===== config.mk =====
export PLATFORM = sky130hd
export DESIGN_NAME = wdt_core
export DESIGN_NICKNAME = d
export VERILOG_FILES = /design/src/rtl/wdt_pkg.sv /design/src/rtl/wdt_prescale.sv /design/src/rtl/wdt_key_seq.sv /design/src/rtl/wdt_counter.sv /design/src/rtl/wdt_core.sv
export SDC_FILE = /design/constraint.sdc
export NUM_CORES = 1
export LEC_CHECK = 0
export BUFFER_PORTS_ARGS = -buffer_cell sky130_fd_sc_hd__buf_4
export CORE_ASPECT_RATIO = 1.1
export CORE_MARGIN = 5
export CORE_UTILIZATION = 55
export CTS_CLUSTER_SIZE = 12
export DETAILED_ROUTE_END_ITERATION = 7
export PLACE_DENSITY = 0.76
export SLEW_MARGIN = 20
export SYNTH_ARGS = -nofsm -noshare
export SYNTH_HDL_FRONTEND = slang
export SYNTH_HIERARCHICAL = 1
export SYNTH_SLANG_ARGS = --single-unit

===== constraint.sdc =====
create_clock -name clk -period 4.55 [get_ports clk]
set_clock_uncertainty 0.2 [all_clocks]
set_input_delay 0 -clock clk [delete_from_list [all_inputs] [get_ports clk]]
set_output_delay 0 -clock clk [all_outputs]
set_load 0.01 [all_outputs]

===== src/rtl/wdt_pkg.sv =====
package wdt_pkg;
  // terminal count for selector value sel: 2^(base_exp+sel) - 1
  function automatic logic [31:0] wdt_limit(input int base_exp, input int sel);
    return (32'd1 << (base_exp + sel)) - 32'd1;
  endfunction

  // counter width needed to reach the largest terminal count
  function automatic int wdt_cnt_width(input int base_exp, input int sel_w);
    return base_exp + (1 << sel_w) - 1;
  endfunction
endpackage


===== src/rtl/wdt_prescale.sv =====
module wdt_prescale #(
  parameter int DIV = 12
) (
  input  logic clk,
  input  logic rst_n,
  input  logic clr,
  input  logic run,
  output logic tick
);
  localparam int PW = (DIV > 1) ? $clog2(DIV) : 1;
  localparam logic [PW-1:0] LAST = PW'(DIV - 1);

  logic [PW-1:0] ph_q;

  assign tick = run && (ph_q == LAST);

  always_ff @(posedge clk or negedge rst_n) begin
    if (!rst_n)   ph_q <= '0;
    else if (clr) ph_q <= '0;
    else if (run) ph_q <= (ph_q == LAST) ? '0 : ph_q + PW'(1);
  end
endmodule


===== src/rtl/wdt_key_seq.sv =====
module wdt_key_seq #(
  parameter int DATA_W = 8,
  parameter logic [DATA_W-1:0] KEY_A = 8'h1E,
  parameter logic [DATA_W-1:0] KEY_B = 8'hE1
) (
  input  logic              clk,
  input  logic              rst_n,
  input  logic              wr_en,
  input  logic              wr_sel,
  input  logic [DATA_W-1:0] wr_data,
  output logic              fire
);
  logic pend_q;
  logic svc_wr;

  assign svc_wr = wr_en && wr_sel;
  assign fire   = svc_wr && pend_q && (wr_data == KEY_B);

  always_ff @(posedge clk or negedge rst_n) begin
    if (!rst_n)      pend_q <= 1'b0;
    else if (svc_wr) pend_q <= (wr_data == KEY_A);
    else if (wr_en)  pend_q <= 1'b0;
  end
endmodule


===== src/rtl/wdt_counter.sv =====
module wdt_counter #(
  parameter int BASE_EXP = 14,
  parameter int SEL_W    = 3,
  parameter int CNT_W    = 21
) (
  input  logic             clk,
  input  logic             rst_n,
  input  logic             reload,
  input  logic [SEL_W-1:0] sel_new,
  input  logic             run,
  input  logic             tick,
  output logic [CNT_W-1:0] cnt,
  output logic [CNT_W-1:0] lim,
  output logic             expire
);
  logic [CNT_W-1:0] cnt_q, lim_q, lim_d;

  assign lim_d  = CNT_W'(wdt_pkg::wdt_limit(BASE_EXP, int'(sel_new)));
  assign expire = run && tick && (cnt_q == lim_q - CNT_W'(1));
  assign cnt    = cnt_q;
  assign lim    = lim_q;

  always_ff @(posedge clk or negedge rst_n) begin
    if (!rst_n) begin
      cnt_q <= '0;
      lim_q <= CNT_W'(wdt_pkg::wdt_limit(BASE_EXP, 0));
    end else if (reload) begin
      cnt_q <= '0;
      lim_q <= lim_d;
    end else if (expire) begin
      cnt_q <= '0;
    end else if (run && tick) begin
      cnt_q <= cnt_q + CNT_W'(1);
    end
  end
endmodule


===== src/rtl/wdt_core.sv =====
module wdt_core #(
  parameter int DIV      = 12,
  parameter int BASE_EXP = 14,
  parameter int SEL_W    = 3,
  parameter int DATA_W   = 8,
  parameter logic [DATA_W-1:0] KEY_A = 8'h1E,
  parameter logic [DATA_W-1:0] KEY_B = 8'hE1,
  parameter int RST_LEN  = 96
) (
  input  logic              clk,
  input  logic              rst_n,
  input  logic              wr_en,
  input  logic              wr_sel,
  input  logic [DATA_W-1:0] wr_data,
  input  logic              pdown,
  input  logic              wake_n,
  output logic              wdt_rst_req,
  output logic              stat_armed,
  output logic [SEL_W-1:0]  stat_sel,
  output logic              stat_hold
);
  localparam int CNT_W = wdt_pkg::wdt_cnt_width(BASE_EXP, SEL_W);
  localparam int PLW   = $clog2(RST_LEN + 1);

  // internal events, named for the checker
  logic             fire, tick, run, expire, hold_eff, pulse_on, pulse_end;
  logic [CNT_W-1:0] cnt, lim;
  logic [SEL_W-1:0] sel_q;
  logic             armed_q, hold_q;
  logic [PLW-1:0]   pulse_q;

  wdt_key_seq #(.DATA_W(DATA_W), .KEY_A(KEY_A), .KEY_B(KEY_B)) u_key (
    .clk(clk), .rst_n(rst_n), .wr_en(wr_en), .wr_sel(wr_sel),
    .wr_data(wr_data), .fire(fire)
  );

  wdt_prescale #(.DIV(DIV)) u_pre (
    .clk(clk), .rst_n(rst_n), .clr(fire), .run(run), .tick(tick)
  );

  wdt_counter #(.BASE_EXP(BASE_EXP), .SEL_W(SEL_W), .CNT_W(CNT_W)) u_cnt (
    .clk(clk), .rst_n(rst_n), .reload(fire), .sel_new(sel_q),
    .run(run), .tick(tick), .cnt(cnt), .lim(lim), .expire(expire)
  );

  assign hold_eff  = hold_q && !wake_n;
  assign pulse_on  = (pulse_q != '0);
  assign pulse_end = (pulse_q == PLW'(1));
  assign run       = armed_q && !pdown && !hold_eff && !pulse_on;

  // selector register
  always_ff @(posedge clk or negedge rst_n) begin
    if (!rst_n)                sel_q <= '0;
    else if (wr_en && !wr_sel) sel_q <= wr_data[SEL_W-1:0];
  end

  // wake hold: set while powered down with the pin low, cleared by the pin rising
  always_ff @(posedge clk or negedge rst_n) begin
    if (!rst_n)      hold_q <= 1'b0;
    else if (wake_n) hold_q <= 1'b0;
    else if (pdown)  hold_q <= 1'b1;
  end

  // reset request pulse and arming
  always_ff @(posedge clk or negedge rst_n) begin
    if (!rst_n) begin
      pulse_q <= '0;
      armed_q <= 1'b0;
    end else begin
      if (expire)        pulse_q <= PLW'(RST_LEN);
      else if (pulse_on) pulse_q <= pulse_q - PLW'(1);
      if (pulse_end)     armed_q <= 1'b0;
      else if (fire)     armed_q <= 1'b1;
    end
  end

  assign wdt_rst_req = pulse_on;
  assign stat_armed  = armed_q;
  assign stat_sel    = sel_q;
  assign stat_hold   = hold_eff;
endmodule


# Word-level counts from Yosys, hierarchy flattened
# Cells that the tools add are included.
totals:
  elab_cells: 57
  ff_bits: 59
  out_inout_bits: 6
  in_bits: 14
op_classes:
  n_eq_ne: 5
  n_shift: 1
  muxes: 14
  reduce_logical: 23
  add_sub_neg: 6
op_table:
  columns: ["operator", "count"]
  rows:
  - ["2-to-1 mux 21 bit", 3]
  - ["subtractor 21 x 1 -> 21 bit, second input constant", 2]
  - ["<< shifter 1 x 32 -> 21 bit, first input constant", 1]
  - ["adder 21 x 1 -> 21 bit, second input constant", 1]
  - ["== test 21 bit", 1]
  - ["2-to-1 mux 7 bit", 2]
  - ["2-to-1 mux 4 bit", 3]
  - ["logical AND 1 bit", 11]
  - ["nonzero test 2 bit", 5]
  - ["== test 8 x 5 -> 1 bit, second input constant", 1]
  - ["== test 8 bit, second input constant", 1]
  - ["== test 7 x 1 -> 1 bit, second input constant", 1]
  - ["nonzero test 7 bit", 1]
  - ["subtractor 7 x 1 -> 7 bit, second input constant", 1]
  - ["2-to-1 mux 1 bit", 6]
  - ["adder 4 x 3 -> 5 bit, first input constant", 1]
  - ["logical NOT 1 bit", 5]
  - ["adder 4 x 1 -> 4 bit, second input constant", 1]
  - ["== test 4 bit, second input constant", 1]
  - ["nonzero test 3 bit", 1]

# Logic depth before layout (Yosys ltp)
logic_depth:
  depth_word: 10
  depth_mapped: 20
  ltp_nobuf: 16

# Hierarchy
# The synthesis kept the hierarchy.
modules_own_cells:
  columns: ["mod", "area_each_um2", "cells_each", "seq_area_each_um2", "instances"]
  rows:
  - ["wdt_counter", 2850.2, 319, 1068.5, 1]
  - ["wdt_core", 604.3, 52, 300.3, 1]
  - ["wdt_prescale", 217.7, 22, 100.1, 1]
  - ["wdt_key_seq", 97.6, 12, 25.0, 1]

# Worst setup path after synthesis
# No wires, ideal clock.
synth_path:
  path_type: "register -> register"
  startpoint: "register pulse_q[0]"
  endpoint: "register pulse_q[0]"
  n_path_buf: 4
  slack_ps: 223
  setup_time_ps: 125
  stages_incl_launch_ff: 21
  period_less_slack_ps: 4327
  t_arrival_ps: 4003
  t_required_ps: 4225
  path_cell_list: "dfrtp_1 -> inv_1 -> ha_1 -> nand2b_1 -> and2b_4 -> inv_2 -> nor4b_2 -> nand2_1 -> nor3b_1 -> and2_1 -> clkbuf_1 -> nand3_1 -> nor3_1 -> nand4_1 -> nor4b_1 -> and4b_4 -> buf_6 -> buf_2 -> buf_1 -> nor2_1 -> mux2_2"
synth_between:
  elab_chain_len: 7
  elab_cells_between_ends: 10
  cone_classes: "add/sub (1); mux (2); reduce/logical (7)"
synth_lines:
  columns: ["item", "line", "source"]
  rows:
  - ["from (decl)", "wdt_core.sv:30", "logic [PLW-1:0] pulse_q;"]
  - ["from (signal assigned)", "wdt_core.sv:70", "if (expire) pulse_q <= PLW'(RST_LEN);"]
  - ["from (signal assigned)", "wdt_core.sv:71", "else if (pulse_on) pulse_q <= pulse_q - PLW'(1);"]
  - ["nonzero test 7 bit (*)", "wdt_core.sv:47", "assign pulse_on = (pulse_q != '0);"]
  - ["via wdt_rst_req", "wdt_core.sv:17", "output logic wdt_rst_req,"]
  - ["logical NOT 1 bit (*)", "wdt_core.sv:49", "assign run = armed_q && !pdown && !hold_eff && !pulse_on;"]
  - ["logical AND 1 bit (*)", "wdt_core.sv:49", null]
  - ["via run", "wdt_core.sv:26", "logic fire, tick, run, expire, hold_eff, pulse_on, pulse_end;"]
  - ["logical AND 1 bit (*)", "wdt_prescale.sv:15", "assign tick = run && (ph_q == LAST);"]
  - ["via tick", "wdt_core.sv:26", null]
  - ["logical AND 1 bit (*) (2 in series)", "wdt_counter.sv:19", "assign expire = run && tick && (cnt_q == lim_q - CNT_W'(1));"]
  - ["via expire", "wdt_core.sv:26", null]
  - ["2-to-1 mux 7 bit / nonzero test 2 bit (equally long branches)", null, null]
# The timed path passes the listed nets; every way through them passes the cells marked *. The select of a mux whose other input is x is not followed.
# A chain may end at the register's enable or synchronous reset.

# Worst setup path after layout
layout_path:
  startpoint: "register pulse_q[0]"
  endpoint: "register u_cnt.cnt_q[16], in the netlist u_cnt/cnt[16]"
layout_between:
  elab_chain_len: 8
  elab_cells_between_ends: 9
  cone_classes: "mux (2); reduce/logical (7)"
layout_lines:
  columns: ["item", "line", "source"]
  rows:
  - ["nonzero test 7 bit (*)", "wdt_core.sv:47", null]
  - ["logical NOT 1 bit (*)", "wdt_core.sv:49", null]
  - ["logical AND 1 bit (*)", "wdt_core.sv:49", null]
  - ["via run", "wdt_core.sv:26", null]
  - ["logical AND 1 bit (*)", "wdt_prescale.sv:15", null]
  - ["via tick", "wdt_core.sv:26", null]
  - ["logical AND 1 bit (*) (2 in series)", "wdt_counter.sv:19", null]
  - ["via expire", "wdt_core.sv:26", null]
  - ["2-to-1 mux 21 bit", "wdt_counter.sv:30", "end else if (expire) begin"]
  - ["2-to-1 mux 21 bit", "wdt_counter.sv:27", "end else if (reload) begin"]
  - ["to (signal assigned)", "wdt_counter.sv:33", "cnt_q <= cnt_q + CNT_W'(1);"]
  - ["to (decl)", "wdt_counter.sv:16", "logic [CNT_W-1:0] cnt_q, lim_q, lim_d;"]
# The timed path passes the listed nets; every way through them passes the cells marked *.

==> impl_metrics.tcl <==
set metrics [dict create \
    grt_start_max_net_pins 60 \
    endpoint_kind "register" \
    cap_violations 0 \
    gp_congestion 0.912 \
    drc_errors 0 \
    grt_use_total_pct 20.8 \
    htree_levels 3 \
    cts_hold_buffers 12 \
    fin_crit_ps 4220 \
    fillers 518 \
    synthArstFlopShare_pct 100 \
    grt_pass1_wl_um 14400 \
    critPathArrivalTime_ps 4230 \
    p_leak_uw 0.00189 \
    cts_made_buffers 9 \
    crit_fanout 31 \
    areaGrowthSynthToFinish_pct 13.8 \
    antenna_found_initial 0 \
    power_density_nw_per_um2 271 \
    finalHoldViolations 0 \
    drive_gt1_share_pct 19.1 \
    finalSetupViolations 0 \
    synth.avg_cell_area_um2 9.31 \
    hold_class "input port to async pin" \
    slowest_stage "and4b_4" \
    critPathMaxStageDelay_ps 500 \
    crit_type "register to register" \
    die_area_um2 8610 \
    synth.distinct_cells 67 \
    synth_seq_area_share_pct 39.6 \
    n_antenna_cell 0 \
    die_w_um 88.9 \
    tns_ps 0 \
    rows 31 \
    routed_wirelength_um 8370 \
    start_util_pct 56.8 \
    synth_top_cell_area_share_pct 29.9 \
    cts_root_buf "clkbuf_8" \
    first_pass_iters 5 \
    cts_setup_buffers 0 \
    synth_area_leaders "dfrtp_1, dfstp_2, xnor2_1" \
    syn-num-nets 428 \
    max_freq_ghz 0.237 \
    synth_seq_cells 59 \
    ys_warn_count 6 \
    path_cells "inv_1, ha_1, nand2b_1, and2b_4, inv_2, nor4b_2, nand2_1, nor3b_1, and2_1, nand3_1, nor3_1, nand4_1, nor4b_1, and4b_4, or2_1, nor2_1" \
    power_uw 1160 \
    ys.flop_type "dfrtp_1" \
    cts.sinks 59 \
    status "finished, final reports clean" \
    vias_per_cell 6.11 \
    port-buffer-count 19 \
    gr-total-overflow 0 \
    synth_enable_flop_cells 0 \
    post_cts_resized 0 \
    finalCritPeriodShare_pct 92.8 \
    ios 20 \
    postSynthCellCount 405 \
    clkSlewWorstSetupHoldPaths_ps 70 \
    dr.first_iter.drc_count 266 \
    final_antenna_net_count 0 \
    start_kind "register" \
    clk-insertion-delay-late_ps 330 \
    wire_per_inst_um 16.2 \
    die_h_um 96.8 \
    worst_pin_slew_ps 1030 \
    core_um2 6630 \
    synth_area_leader_cell "dfrtp_1" \
    drv_slew 0 \
    rsz0062_at_grt "no" \
    post-route-util_pct 64.7 \
    crit_required_ps 4560 \
    clock_path_buffers 2 \
    vias 3153 \
    cts_tree "done" \
    layout.nets 452 \
    dpl.hpwl_um 5560 \
    vdd_drop_max_v 0.000221 \
    netlist_area_um2 3770 \
    grt_pass1_vias 2995 \
    maxSlewHeadroom_pct 30.8 \
]
-- path summary, 6_finish.rpt --
path | start | to | slack [ps] | cells after the start
hold reg to reg | u_cnt/lim[11] | u_cnt/lim[11] | 340 | 2
min in group clk | wr_data[5] | u_cnt/lim[11] | 170 | 6
max in group asynchronous | rst_n | pulse_q[5] | 3580 | 2
hold / removal | rst_n | u_cnt/lim[15] | 80 | 2
setup reg to reg | pulse_q[0] | u_cnt/cnt[16] | 330 | 16
setup / recovery | pulse_q[0] | u_cnt/cnt[16] | 330 | 16
-- power breakdown --
group / internal [uW] / total, uW / switching, uW / leakage (uW)
Clock: 324 / 531 / 207 / 0.000111
Combinational: 41.8 / 94.0 / 52.2 / 0.00104
Sequential: 530 / 539 / 8.56 / 0.000739
Total: 896 / 1160 / 268 / 0.00189
-- cell type report --
class	instances	area (um2)	area share, %
multi-input combinational	312	2140	49.9
sequential	59	1490	34.8
timing repair buffer	34	285	6.65
clock buffer	12	145	3.38
tap	82	103	2.39
clock inverter	4	73.8	1.72
inverter	13	48.8	1.14
-- cells in the mapped netlist, types with 3 or more instances --
master	number
ha_1	9
mux2_2	9
xnor2_1	21
a21oi_1	16
nand4b_1	4
nor2b_1	5
or4_1	8
nor3_1	9
inv_1	12
nand3_1	17
a41oi_1	3
o211ai_1	3
nor4_1	7
xor2_1	15
nand2b_1	3
dfrtp_1	45
nand4_1	10
and3_1	4
o21ai_0	10
mux2i_1	3
a31oi_1	11
or3_1	5
o21a_1	3
nor2_1	39
nand3b_1	11
dfstp_2	14
clkbuf_1	14
or2_2	10
buf_1	4
nor3b_1	4
nand2_1	31
-- kinds of logic after synthesis --
kind of cell / synth area share (%)
AO/OA/AOI/OAI: 12.5
XOR/XNOR: 8.36
adder cells (fa/ha/maj): 2.99
buffers and inverters: 3.72
flip-flops: 39.6
multiplexers: 3.49
AND/OR/NAND/NOR: 29.3
-- worst max-delay path, delay by kind of cell (launching register included) --
| kind | cells | cell delay, ps |
|---|---|---|
| AND/OR/NAND/NOR | 13 | 3090 |
| buffers and inverters | 2 | 160 |
| flip-flops | 1 | 420 |
| adder cells (fa/ha/maj) | 1 | 220 |
-- flip-flops by register name, summed over array words and instances, names as in the netlist --
register,flops
hold_q,1
pulse_q,7
stat_armed,1
stat_sel,3
u_cnt/cnt,21
u_cnt/lim,21
u_key/pend_q,1
u_pre/ph_q,4
-- per-stage QoR --
step / hold slack, ps / cell area, um2 / setup slack [ps] / instances
floorplan: -496 / 3770 / 223 / 405
global placement: -91.4 / 3950 / 623 / 488
detailed placement: -85.7 / 3950 / 377 / 488
CTS: 93.4 / 4290 / 337 / 516
global route: 134 / 4290 / 5.66 / 516
finish: 75.4 / 4290 / 328 / 516
-- cells in the final DEF (no fill, tap or decap), types with 11 or more instances in the layout --
cell type      count
a21oi_1           16
inv_1             12
buf_4             22
dfstp_2           14
xnor2_1           21
dfrtp_1           45
nor2_1            39
nand3_1           17
dlygate4sd3_1     12
nand3b_1          11
xor2_1            15
a31oi_1           11
nand2_1           31
-- metal layers --
metal	share of wire (%)	wire [um]	vias to the layer above	GRT usage, %
li1	-	-	1522	-
met1	47	3890	1550	29.1
met2	48	4030	70	31.3
met3	4.1	343	11	4.59
met4	1.3	105	0	7.67
met5	0	0	-	0
Note: power is estimated with default switching activity, not from simulation.
